## config.mk

```make
export PLATFORM = sky130hd
export DESIGN_NAME = pwrkey_debounce_unit
export DESIGN_NICKNAME = d
export VERILOG_FILES = /design/src/rtl/pwrkey_pkg.sv /design/src/rtl/pwrkey_filter.sv /design/src/rtl/pwrkey_evq.sv /design/src/rtl/pwrkey_debounce_unit.sv
export SDC_FILE = /design/constraint.sdc
export NUM_CORES = 1
export LEC_CHECK = 0
export ABC_AREA = 1
export CORE_ASPECT_RATIO = 1.25
export CORE_MARGIN = 2
export CORE_UTILIZATION = 30
export CTS_BUF_LIST = sky130_fd_sc_hd__clkbuf_8
export DETAILED_ROUTE_END_ITERATION = 12
export PLACE_DENSITY = 0.45
export SLEW_MARGIN = 20
export SYNTH_ARGS = -nofsm -noshare
export SYNTH_HDL_FRONTEND = slang
export SYNTH_HIERARCHICAL = 1
export SYNTH_SLANG_ARGS = --single-unit
```

## constraint.sdc

```tcl
create_clock -name clk -period 5.9 [get_ports clk]
set_clock_uncertainty 0.15 [all_clocks]
set_input_delay 1.77 -clock clk [delete_from_list [all_inputs] [get_ports clk]]
set_output_delay 1.77 -clock clk [all_outputs]
set_load 0.01 [all_outputs]
```

## src/rtl/pwrkey_pkg.sv

```systemverilog
package pwrkey_pkg;
    timeunit 1ns;
    timeprecision 1ps;

    typedef enum logic {
        KEY_PWR = 1'b0,
        KEY_RST = 1'b1
    } key_id_e;

    typedef struct packed {
        key_id_e key;
        logic    press;
    } key_evt_t;

    localparam logic [7:0] A_REVISION = 8'h01;
    localparam logic [7:0] A_SUBTYPE  = 8'h05;
    localparam logic [7:0] A_STATUS   = 8'h10;
    localparam logic [7:0] A_PULL     = 8'h70;
    localparam logic [7:0] A_DEBOUNCE = 8'h71;
    localparam logic [7:0] A_EVENT    = 8'h72;

    localparam int unsigned NEWER_SUBTYPE_MIN = 4;

    // newer variant widens the exponent field by one bit
    function automatic int unsigned code_width(input int unsigned subtype);
        return (subtype >= NEWER_SUBTYPE_MIN) ? 4 : 3;
    endfunction

    // code matching the 15.625 ms default request for each variant
    function automatic int unsigned default_code(input int unsigned subtype);
        return (subtype >= NEWER_SUBTYPE_MIN) ? 8 : 0;
    endfunction
endpackage

```

## src/rtl/pwrkey_filter.sv

```systemverilog
module pwrkey_filter #(
    parameter int unsigned CNTW = 12
) (
    input  logic            clk,
    input  logic            rst,
    input  logic            key_n,
    input  logic [CNTW-1:0] period,
    input  logic            grant,
    output logic            level,
    output logic            stable,
    output logic            commit
);
    timeunit 1ns;
    timeprecision 1ps;

    logic            s1_q, s2_q, stable_q, lock_q;
    logic [CNTW-1:0] cnt_q;
    logic            cnt_done, want;

    assign cnt_done = ({1'b0, cnt_q} + {{CNTW{1'b0}}, 1'b1}) >= {1'b0, period};
    assign want     = (s2_q != stable_q);
    assign commit   = !lock_q && want && cnt_done && grant;
    assign level    = s2_q;
    assign stable   = stable_q;

    always_ff @(posedge clk) begin
        if (rst) begin
            s1_q     <= 1'b0;
            s2_q     <= 1'b0;
            stable_q <= 1'b0;
            lock_q   <= 1'b0;
            cnt_q    <= '0;
        end else begin
            s1_q <= ~key_n;
            s2_q <= s1_q;
            if (lock_q) begin
                if (cnt_done) begin
                    lock_q <= 1'b0;
                    cnt_q  <= '0;
                end else begin
                    cnt_q <= cnt_q + 1'b1;
                end
            end else if (want) begin
                if (commit) begin
                    stable_q <= s2_q;
                    cnt_q    <= '0;
                    lock_q   <= !s2_q;
                end else if (!cnt_done) begin
                    cnt_q <= cnt_q + 1'b1;
                end
            end else begin
                cnt_q <= '0;
            end
        end
    end

    // the filtered level is frozen during the post-release window
    assert_lock_freeze_R8: assert property (@(posedge clk) disable iff (rst)
        lock_q |=> $stable(stable_q));

    // the filtered level only moves to the synchronized input value
    assert_follow_sync_R2: assert property (@(posedge clk) disable iff (rst)
        $changed(stable_q) |-> (stable_q == $past(s2_q)));
endmodule

```

## src/rtl/pwrkey_evq.sv

```systemverilog
module pwrkey_evq
    import pwrkey_pkg::*;
#(
    parameter int unsigned DEPTH = 4
) (
    input  logic                       clk,
    input  logic                       rst,
    input  logic [1:0]                 push_n,
    input  key_evt_t                   ent_a,
    input  key_evt_t                   ent_b,
    input  logic                       pop,
    output key_evt_t                   head,
    output logic                       empty,
    output logic [$clog2(DEPTH):0]     count
);
    timeunit 1ns;
    timeprecision 1ps;

    localparam int unsigned PTRW = $clog2(DEPTH);
    localparam int unsigned QW   = PTRW + 1;

    key_evt_t        mem_q [DEPTH];
    logic [PTRW-1:0] wp_q, rp_q, wp_next;
    logic [QW-1:0]   cnt_q;
    logic            pop_eff;

    assign empty   = (cnt_q == '0);
    assign pop_eff = pop && !empty;
    assign head    = mem_q[rp_q];
    assign count   = cnt_q;
    assign wp_next = wp_q + 1'b1;

    always_ff @(posedge clk) begin
        if (rst) begin
            for (int i = 0; i < DEPTH; i++) mem_q[i] <= '0;
            wp_q  <= '0;
            rp_q  <= '0;
            cnt_q <= '0;
        end else begin
            if (push_n != 2'd0) mem_q[wp_q]    <= ent_a;
            if (push_n == 2'd2) mem_q[wp_next] <= ent_b;
            wp_q  <= wp_q + PTRW'(push_n);
            if (pop_eff) rp_q <= rp_q + 1'b1;
            cnt_q <= cnt_q + QW'(push_n) - QW'(pop_eff);
        end
    end

    // the producer never pushes past the free space
    assert_no_overflow_R10: assert property (@(posedge clk) disable iff (rst)
        (32'(cnt_q) + 32'(push_n)) <= DEPTH);

    // occupancy stays inside the queue depth
    assert_count_bound_R6: assert property (@(posedge clk) disable iff (rst)
        32'(cnt_q) <= DEPTH);
endmodule

```

## src/rtl/pwrkey_debounce_unit.sv

```systemverilog
module pwrkey_debounce_unit
    import pwrkey_pkg::*;
#(
    parameter int unsigned SUBTYPE     = 4,
    parameter int unsigned REVISION    = 1,
    parameter bit          GEN3_STATUS = 1'b0,
    parameter int unsigned TICKS_MAX   = 2048,
    parameter int unsigned EVQ_DEPTH   = 4
) (
    input  logic       clk,
    input  logic       rst,
    input  logic       pwr_key_n,
    input  logic       rst_key_n,
    input  logic [7:0] reg_addr,
    input  logic       reg_wr,
    input  logic [7:0] reg_wdata,
    output logic [7:0] reg_rdata,
    output logic       irq,
    output logic       pwr_pull_en,
    output logic       rst_pull_en
);
    timeunit 1ns;
    timeprecision 1ps;

    localparam int unsigned CODEW    = code_width(SUBTYPE);
    localparam int unsigned MAXCODE  = (1 << CODEW) - 1;
    localparam int unsigned DEF_CODE = default_code(SUBTYPE);
    localparam int unsigned CNTW     = $clog2(TICKS_MAX + 1);
    localparam int unsigned QW       = $clog2(EVQ_DEPTH) + 1;

    logic [CODEW-1:0] code_q;
    logic [1:0]       pull_q;      // [1] power, [0] reset
    logic [1:0]       rep_q;       // last reported level per key_id_e
    logic [CNTW-1:0]  period_raw, period;
    logic [CODEW-1:0] shamt;

    logic lvl_pwr, lvl_rst, stb_pwr, stb_rst, cmt_pwr, cmt_rst;
    logic any_cmt, sel_lvl, synth, fits, pop;
    key_id_e          sel_key;
    logic [1:0]       need, push_n;
    logic [QW-1:0]    q_count, space;
    key_evt_t         ent_a, ent_b, head;
    logic             q_empty;
    logic [7:0]       status_byte;
    logic             unused_wbits;

    assign unused_wbits = ^reg_wdata[7:CODEW];

    // exponential period against the full-scale tick count
    always_comb begin
        shamt      = CODEW'(MAXCODE) - code_q;
        period_raw = CNTW'(TICKS_MAX) >> shamt;
        period     = (period_raw == '0) ? CNTW'(1) : period_raw;
    end

    pwrkey_filter #(.CNTW(CNTW)) i_filt_pwr (
        .clk(clk), .rst(rst), .key_n(pwr_key_n), .period(period),
        .grant(1'b1), .level(lvl_pwr), .stable(stb_pwr), .commit(cmt_pwr)
    );

    pwrkey_filter #(.CNTW(CNTW)) i_filt_rst (
        .clk(clk), .rst(rst), .key_n(rst_key_n), .period(period),
        .grant(!cmt_pwr), .level(lvl_rst), .stable(stb_rst), .commit(cmt_rst)
    );

    // event group builder: one committing key per cycle, power first
    always_comb begin
        any_cmt = cmt_pwr || cmt_rst;
        sel_key = cmt_pwr ? KEY_PWR : KEY_RST;
        sel_lvl = cmt_pwr ? lvl_pwr : lvl_rst;
        synth   = !sel_lvl && !rep_q[sel_key];
        need    = synth ? 2'd2 : 2'd1;
        space   = QW'(EVQ_DEPTH) - q_count;
        fits    = space >= QW'(need);
        push_n  = (any_cmt && fits) ? need : 2'd0;
        ent_a   = '{key: sel_key, press: synth ? 1'b1 : sel_lvl};
        ent_b   = '{key: sel_key, press: 1'b0};
    end

    assign pop = reg_wr && (reg_addr == A_EVENT) && reg_wdata[0];

    pwrkey_evq #(.DEPTH(EVQ_DEPTH)) i_evq (
        .clk(clk), .rst(rst), .push_n(push_n), .ent_a(ent_a), .ent_b(ent_b),
        .pop(pop), .head(head), .empty(q_empty), .count(q_count)
    );

    always_ff @(posedge clk) begin
        if (rst) begin
            code_q <= CODEW'(DEF_CODE);
            pull_q <= 2'b11;
            rep_q  <= 2'b00;
        end else begin
            if (reg_wr && reg_addr == A_PULL)     pull_q <= reg_wdata[1:0];
            if (reg_wr && reg_addr == A_DEBOUNCE) code_q <= reg_wdata[CODEW-1:0];
            if (any_cmt && fits)                  rep_q[sel_key] <= sel_lvl;
        end
    end

    generate
        if (GEN3_STATUS) begin : g_status_hi
            assign status_byte = {stb_pwr, stb_rst, 6'b0};
        end else begin : g_status_lo
            assign status_byte = {6'b0, stb_rst, stb_pwr};
        end
    endgenerate

    always_comb begin
        case (reg_addr)
            A_REVISION: reg_rdata = 8'(REVISION);
            A_SUBTYPE:  reg_rdata = 8'(SUBTYPE);
            A_STATUS:   reg_rdata = status_byte;
            A_PULL:     reg_rdata = {6'b0, pull_q};
            A_DEBOUNCE: reg_rdata = 8'(code_q);
            A_EVENT:    reg_rdata = q_empty ? 8'h00 : {1'b1, 5'b0, head.key, head.press};
            default:    reg_rdata = 8'h00;
        endcase
    end

    assign irq         = !q_empty;
    assign pwr_pull_en = pull_q[1];
    assign rst_pull_en = pull_q[0];

    // the two filters never commit together
    assert_one_commit_R11: assert property (@(posedge clk) disable iff (rst)
        !(cmt_pwr && cmt_rst));

    // the interrupt level only falls after a clear write
    assert_irq_hold_R7: assert property (@(posedge clk) disable iff (rst)
        (irq && !pop) |=> irq);
endmodule

```

==> flow_summary.ini, run 1 <==
[detailed_routing]
antenna_left = 0
vias_per_cell = 4.702
routed_wl_mm = 11.30
num_vias = 4020
first_iter_violations = 164
drt_pass1_iterations = 6
post_drt_wl_per_cell_um = 13.21
drcViolationCount = 0

[sta]
period_needed_ns = 5.501
setup_ws_ns = 0.3990
drv_slew = 0
period_share_pct = 93.24
maxSlewHeadroom_pct = 30.45
hold_viol = 0
tightest_slew_ns = 1.039
timing.setup.tns_ns = 0
max_freq_mhz = 181.8
rsz0062_at_grt = no
setup_violations = 0

[floorplanning]
dieArea_um2 = 15930
fp.dieW_um = 113.3
rows = 49
ios = 32
initial_core_util_pct = 30.95
core_um2 = 14470
die_height_um = 140.6

[logic_synthesis]
synth_area_leaders = dfxtp_1 22%, nand2_1 11%, ha_1 9.8%
syn_avg_cell_area_um2 = 6.932
yosysTopAreaCell = dfxtp_1
ys_types = 40
yosys-top-cells-count = 133 x nand2_1, 112 x inv_1, 74 x nor2_1
synth_most_common_cell = nand2_1
syn-cell-area_um2 = 4478
synthFlopType = dfxtp_1
ys_seq_area_share_pct = 27.27
synth-async-reset-ratio_pct = 0
yosys_warnings = 6
synthCells = 646
synth_edf_count = 8
synth-seq-cells = 57
yosysTopAreaCellShare_pct = 21.91

[critical_path]
start_kind = input port
path_cells = clkdlybuf4s50_1 -> nand2_2 -> nor3_4 -> nand2_4 -> nor2_1 -> nor2_1 -> nand2_1 -> clkdlybuf4s50_1
cp.arrival_ns = 3.58
reg2reg_depth = 29
path_max_fanout = 6
r2r_slack_ns = 0.76
max_stage_delay_ns = 0.55
critPathKind = in -> out
r2r_end = i_evq/count[2]
required_ns = 3.98
worst_path_max_delay_cell = clkdlybuf4s50_1
reg2reg_from = i_filt_pwr/cnt_q[0]
endpoint_kind = output pin

[finish]
syn2layout_area_growth_pct = 13.50
fin_cells = 855
fill_cells = 1592
nets = 729
drive_above_1_share_pct = 10.64
final_util_pct = 35.13
antenna_cells = 0

[power_and_ir_drop]
p_leak_uw = 0.002211
vdd_drop_max_v = 0.0001033
pwr_density_cell_nw_per_um2 = 169.8

[cts]
clock-sinks = 57
cts_made_buffers = 9
clockBufferDepth = 2
clk_pin_slew_worst_paths_ns = 0.07
htreeDepth = 3
post-cts-setup-buffer-count = 0
cts-root-buf = clkbuf_8
clock_latency_ns = 0.35
cts_tree = yes

[hold_path]
hold-path-cell-count = 2
hold_class = reg -> reg
hp-start = i_filt_rst/s1_q
worstHoldEndpoint = i_filt_rst/level

[placed_design]
pre_cts_ws_ns = 0.3903
dp_cells = 839
gp_congestion = 0.7970
io_buffers = 24
dp_hpwl_mm = 8.723

[global_routing]
grt_pass1_wl_mm = 18.81
grt_max_degree = 43
grt_overflow = 0
antenna_found_initial = 0
first_global_vias = 3914
grt_util_all_layers_pct = 14.80

[status]
outcome = complete, no violations

[run]
cap_violations = 0
## logic make-up (layout without fill, tap and decap cells)
kind of cell | after synthesis | count (layout) | share of synthesized area, %
adders and majority gates | 36 | 36 | 10.23
and+or+nand+nor | 313 | 313 | 33.14
AOI/OAI and AO/OA | 81 | 81 | 12.41
other | 2 | 10 | 0.1677
DFF | 57 | 57 | 27.27
xor gates and xnor gates | 21 | 21 | 4.107
buffers and inverters | 136 | 159 | 12.68
## registers in the layout, indices dropped and copies added, names as in the netlist, 2 cells and up, named ones only
name and count:
code_q 4, i_evq/count 3, i_evq/mem_q 8, i_evq/rp_q 2, i_evq/wp_q 2, i_filt_pwr/cnt_q 12, i_filt_rst/cnt_q 12, pull_q 2
rep_q 2
## timing repair
item	CTS	global route
hold buffers	0	0
gates resized for setup	0	2
endpoints found under the setup margin	0	4
## placed cells by master, fill, tap and decap left out, drive strengths merged, types with 12 or more instances in the layout
cell type / Yosys / routed
a21oi: 42 / 42
clkdlybuf4s50: 0 / 23
dfxtp: 49 / 49
ha: 35 / 35
inv: 116 / 116
nand2: 140 / 140
nand3: 41 / 41
nand4: 33 / 33
nor2: 87 / 87
o211ai: 23 / 23
o21ai: 12 / 12
xor2: 13 / 13
## critical path, delay by kind of cell
family	cells	cell delay (ns)
buffers and inverters	2	1.09
AND/OR/NAND/NOR	6	0.72
## power breakdown
part,leakage (µW),switching [µW],internal (µW)
sequential,0.000478,2.90,397
clock,0.000111,165,246
combinational,0.00162,34.0,18.0
total,0.00221,202,661
## through the flow
step                power [µW]  hold WS, ns  instance area, µm²
floorplan                438.7       0.2383                4508
global placement         460.5       0.2443                4856
detailed placement       461.1       0.2499                4856
CTS                      880.8       0.2598                5075
global route             902.7       0.2910                5082
finish                   863.0       0.2557                5082
## cell type report
class,count,area (µm²),area share (%)
clock inverter,6,81.33,1.600
timing repair buffer,27,257.7,5.071
inverter,116,435.4,8.567
clock buffer,10,137.6,2.708
tap,178,222.7,4.382
multi-input combinational,461,2726,53.64
sequential,57,1221,24.03
## layer usage
metal / up-vias / global-route usage (%) / part of all wire (%)
met2: 48 / 27.32 / 53
met5: - / 0 / 0
met4: 0 / 5.392 / 2.0
met3: 17 / 2.923 / 2.2
met1: 1826 / 16.71 / 43
li1: 2129 / - / -
## worst max-delay path by stage
stage | cells after the start | end | slack (ns) | from
after global routing | 30 | i_evq/count[2] | 0.10 | i_filt_pwr/cnt_q[0]
after CTS | 8 | reg_rdata[0] | 0.37 | reg_addr[4]
final | 8 | reg_rdata[0] | 0.40 | reg_addr[4]
after detailed placement | 8 | reg_rdata[0] | 0.39 | reg_addr[4]
after floorplan | 29 | i_evq/count[2] | 1.25 | i_filt_pwr/cnt_q[0]
after global placement | 8 | reg_rdata[0] | 0.39 | reg_addr[4]
(Power assumes the default switching activity.)
==> run 2: changes to the inputs <==
- CORE_ASPECT_RATIO: 1.25 -> 1.75
- PLACE_DENSITY: 0.45 -> unset
- SETUP_SLACK_MARGIN: unset -> 0.4
==> run 2 against run 1 <==
Net effect:
- worst hold slack about the same
- sequential power about the same
- combinational power up 0.8%
- global-route usage down 0.80 points
- via count up 0.52%
- critical path type unchanged
- largest power group is now registers
==> flow_summary.ini, run 2 (synthesized netlist as in run 1, its figures left out) <==
[status]
outcome = complete, no violations

[cts]
htreeDepth = 3
clockBufferDepth = 2
cts_tree = yes
clock_latency_ns = 0.35
cts_made_buffers = 9
clock-sinks = 57
cts-root-buf = clkbuf_8
hold_buffers = 0
clk_pin_slew_worst_paths_ns = 0.07

[sta]
max_freq_mhz = 184.6
rsz0062_at_grt = yes
tightest_slew_ns = 0.9147
hold_viol = 0
maxSlewHeadroom_pct = 38.80
timing.setup.tns_ns = 0
period_needed_ns = 5.418
setup_ws_ns = 0.4825
setup_violations = 0
drv_slew = 0
period_share_pct = 91.82

[power_and_ir_drop]
pwr_density_cell_nw_per_um2 = 161.0
power_frac_seq_pct = 48.3
vdd_drop_max_v = 0.0001202
switchingPower_uw = 213.6
p_leak_uw = 0.002266
combPwrFrac_pct = 6.3
clkPwrFrac_pct = 45.3
p_sw_share_pct = 25.84
internal_power_uw = 613.2

[critical_path]
cp.arrival_ns = 3.50
reg2reg_from = i_filt_pwr/cnt_q[0]
path_max_fanout = 5
start_kind = input port
critPathKind = in -> out
endpoint_kind = output pin
required_ns = 3.98
crit_start = reg_addr[4]

[global_routing]
grt_pass1_wl_mm = 17.65
first_global_vias = 3949
antenna_found_initial = 0
grt_overflow = 0
grt_max_degree = 39
grt_util_all_layers_pct = 14.00

[detailed_routing]
num_vias = 4041
post_drt_wl_per_cell_um = 11.92
drt_pass1_iterations = 6
antenna_left = 0
routed_wl_mm = 10.33
drcViolationCount = 0
vias_per_cell = 4.661
first_iter_violations = 135

[floorplanning]
core_um2 = 14760
ios = 32
rows = 59
die_height_um = 165.6
fp.dieW_um = 96.36
initial_core_util_pct = 30.33
dieArea_um2 = 15960

[placed_design]
pre_cts_ws_ns = 0.4242
dp_hpwl_mm = 8.331
io_buffers = 24
gp_congestion = 0.8043

[finish]
drive_above_1_share_pct = 12.28
multi_input_area_um2 = 2729
final_cell_mix = 133 x nand2_1, 111 x inv_1, 72 x nor2_1
top_regs = i_filt_pwr/cnt_q: 12 flops, i_filt_rst/cnt_q: 12 flops, i_evq/mem_q: 8 flops
nets = 736
antenna_cells = 0
final_common_cell = nand2_1
fill_cells = 1633
final_util_pct = 34.77
syn2layout_area_growth_pct = 14.64
area.sequential_um2 = 1222

[hold_path]
hp-start = i_filt_rst/s1_q
hold_class = reg -> reg

[run]
cap_violations = 0
[run 2: changes by cell type in the layout (fill, tap and decap cells not counted), moves of 2 or more]
cell | before | now
dlymetal6s2s_1 | 0 | 2
clkdlybuf4s50_1 | 23 | 21
buf_4 | 3 | 10
clkinv_1 | 2 | 0
clkinvlp_4 | 0 | 3
[run 2: critical path: stages]
cell	delay, ns
clkdlybuf4s50_1	0.54
nand2_2	0.08
nor3_4	0.21
buf_4	0.16
nand4_1	0.08
nand4_1	0.10
clkdlybuf4s50_1	0.55
[run 2: path summary, 6_finish.rpt]
path / end / slack [ns] / cells after the start
setup / recovery: reg_rdata[1] / 0.48 / 7
hold / removal: i_filt_rst/level / 0.26 / 2
setup reg to reg: i_evq/count[2] / 0.91 / 29
hold reg to reg: i_filt_rst/level / 0.26 / 2
[run 2: cell type report]
| type | instances | area share, % |
|---|---|---|
| clock buffer | 9 | 2.413 |
| clock inverter | 7 | 1.535 |
| inverter | 116 | 8.482 |
| multi-input combinational | 461 | 53.16 |
| sequential | 57 | 23.81 |
| tap | 183 | 4.460 |
| timing repair buffer | 34 | 6.142 |
[run 2: through the flow]
step / cells / area, µm² / hold WS [ns] / total power, µW
global placement: 845 / 4870 / 0.2473 / 459.1
global route: 867 / 5134 / 0.2850 / 865.3
detailed placement: 845 / 4870 / 0.2462 / 459.4
finish: 867 / 5134 / 0.2553 / 826.8
CTS: 861 / 5072 / 0.2591 / 842.5
floorplan: 654 / 4508 / 0.2383 / 438.7
[run 2: power groups by stage]
stage	Clock (µW)	Combinational (µW)	Sequential, µW
2_1_floorplan	0	31.2	407
3_3_place_gp	0	50.6	409
3_5_place_dp	0	50.9	408
4_1_cts	392	51.1	399
5_1_grt	406	59.0	400
6_report	375	52.4	400
[run 2: layer usage]
metal | GRT usage (%) | vias up | part of all wire, %
met1 | 13.34 | 1827 | 37
li1 | - | 2153 | -
met4 | 6.859 | 0 | 3.5
met3 | 2.046 | 21 | 1.7
met5 | 0 | - | 0
met2 | 27.42 | 40 | 58
[run 2: repair_timing]
item | 4_1_cts | 5_1_grt
setup endpoints to repair | 0 | 21
gates resized for setup | 0 | 8
buffers inserted | 0 | 6
==> run 3: changes to the inputs <==
- clock period: 5.9 -> 6.85 ns (I/O delays scaled with it)
==> run 3 against run 2 <==
Net effect:
- clock power is 9.9% lower
- critical path depth up 2
- via count increased by 0.79%
- sequential cell count stayed put
- first-iteration DRC count fell by 19%
- register-to-register slack improved by 0.30 ns
- worst setup slack gained 0.34 ns
- power is 12% lower
- sequential share of layout area is 0.32 points higher
- sequential power shrank 14%
- wire length hardly changed
- critical path type unchanged
- critical endpoint is now reg_rdata[0]
- largest cell class unchanged
- highest routed layer unchanged
==> flow_summary.ini, run 3 (synthesized netlist as in run 1, its figures left out) <==
[placed_design]
gp_congestion = 0.8246
dp_hpwl_mm = 8.131
io_buffers = 24
placed_area_um2 = 4855

[finish]
syn2layout_area_growth_pct = 13.02
antenna_cells = 0
top_regs = i_filt_pwr/cnt_q: 12 flops, i_filt_rst/cnt_q: 12 flops, i_evq/mem_q: 8 flops
fill_cells = 1642
drive_above_1_share_pct = 10.50
final_util_pct = 34.28
multi_input_area_um2 = 2719
final_common_cell = nand2_1
final_cell_area_um2 = 5061
area.sequential_um2 = 1221
final_cell_mix = 133 x nand2_1, 112 x inv_1, 74 x nor2_1
nets = 728

[cts]
cts_tree = yes
clock_latency_ns = 0.35
hold_buffers = 0
clk_pin_slew_worst_paths_ns = 0.07
cts-root-buf = clkbuf_8
htreeDepth = 3
cts_made_buffers = 9
cts.repair.resized = 0
post-cts-setup-buffer-count = 0
clockBufferDepth = 2
clock-sinks = 57

[power_and_ir_drop]
finalPower_uw = 726.4
pwr_density_cell_nw_per_um2 = 143.5
p_leak_uw = 0.002201
vdd_drop_max_v = 0.00009147

[floorplanning]
fp.dieW_um = 96.36
initial_core_util_pct = 30.33
core_um2 = 14760
dieArea_um2 = 15960
rows = 59
ios = 32
die_height_um = 165.6

[hold_path]
hold-path-cell-count = 2
worstHoldEndpoint = i_filt_rst/level
hp-start = i_filt_rst/s1_q
hold_class = reg -> reg

[critical_path]
path_max_fanout = 5
endpoint_kind = output pin
r2r_end = i_evq/count[2]
start_kind = input port
required_ns = 4.64
reg2reg_from = i_filt_pwr/cnt_q[0]
cp.arrival_ns = 3.83
reg2reg_depth = 28
critPathKind = in -> out
r2r_slack_ns = 1.21

[sta]
setup_violations = 0
timing.setup.tns_ns = 0
rsz0062_at_grt = no
hold_viol = 0
drv_slew = 0
tightest_slew_ns = 0.9899
period_needed_ns = 6.032
max_freq_mhz = 165.8
maxSlewHeadroom_pct = 33.76
period_share_pct = 88.06

[global_routing]
grt_max_degree = 44
grt_util_all_layers_pct = 14.03
antenna_found_initial = 0
grt_overflow = 0
first_global_vias = 4012
grt_pass1_wl_mm = 17.81

[status]
outcome = complete, no violations

[detailed_routing]
drt_pass1_iterations = 5
num_vias = 4073
vias_per_cell = 4.742
antenna_left = 0
first_iter_violations = 110
drcViolationCount = 0
routed_wl_mm = 10.34
post_drt_wl_per_cell_um = 12.03

[run]
cap_violations = 0
[run 3: changes by cell type in the layout (fill, tap and decap cells not counted), sizes merged]
cell	delta
clkdlybuf4s50	+2
inv	+4
clkinv	-1
clkinvlp	-3
buf	-8
dlymetal6s2s	-2
[run 3: worst max-delay path by stage]
stage                start      endpoint  slack (ns)
2_1_floorplan  reg_addr[5]  reg_rdata[2]        1.93
4_1_cts        reg_addr[4]  reg_rdata[0]        0.81
5_1_grt        reg_addr[0]  reg_rdata[0]        0.68
3_3_place_gp   reg_addr[4]  reg_rdata[0]        0.82
6_report       reg_addr[0]  reg_rdata[0]        0.82
3_5_place_dp   reg_addr[4]  reg_rdata[0]        0.81
[run 3: routing by layer]
| metal | track usage, % | vias to the layer above | wire length (µm) | part of all wire [%] |
|---|---|---|---|---|
| li1 | - | 2130 | - | - |
| met1 | 14.30 | 1884 | 4001 | 39 |
| met2 | 27.02 | 42 | 5942 | 57 |
| met3 | 2.365 | 17 | 183 | 1.8 |
| met4 | 5.389 | 0 | 210 | 2.0 |
| met5 | 0 | - | 0 | 0 |
[run 3: worst max-delay path, stage by stage]
cell and delay, ns:
clkdlybuf4s50_1 0.47, nor2_1 0.11, nand3_1 0.11, nor2_1 0.29
nand2_1 0.09, nand2_1 0.07, nor2_1 0.03, nand2_1 0.05
clkdlybuf4s50_1 0.56
[run 3: through the flow]
| step | setup slack, ns | hold WS [ns] | instances |
|---|---|---|---|
| 4_1_cts | 0.8060 | 0.2586 | 859 |
| 6_report | 0.8178 | 0.2557 | 859 |
| 2_1_floorplan | 1.928 | 0.2383 | 654 |
| 5_1_grt | 0.6836 | 0.2738 | 859 |
| 3_5_place_dp | 0.8059 | 0.2484 | 843 |
| 3_3_place_gp | 0.8193 | 0.2500 | 843 |
[run 3: cell type report]
| cell class | count | area share, % |
|---|---|---|
| clock inverter | 7 | 1.632 |
| sequential | 57 | 24.13 |
| multi-input combinational | 461 | 53.72 |
| tap | 183 | 4.524 |
| clock buffer | 9 | 2.447 |
| timing repair buffer | 26 | 4.944 |
| inverter | 116 | 8.603 |
[run 3: power breakdown]
part	switching (µW)	total [µW]	internal (µW)
registers	2.36	344	342
clock network	163	338	175
logic	28.5	44.0	15.5
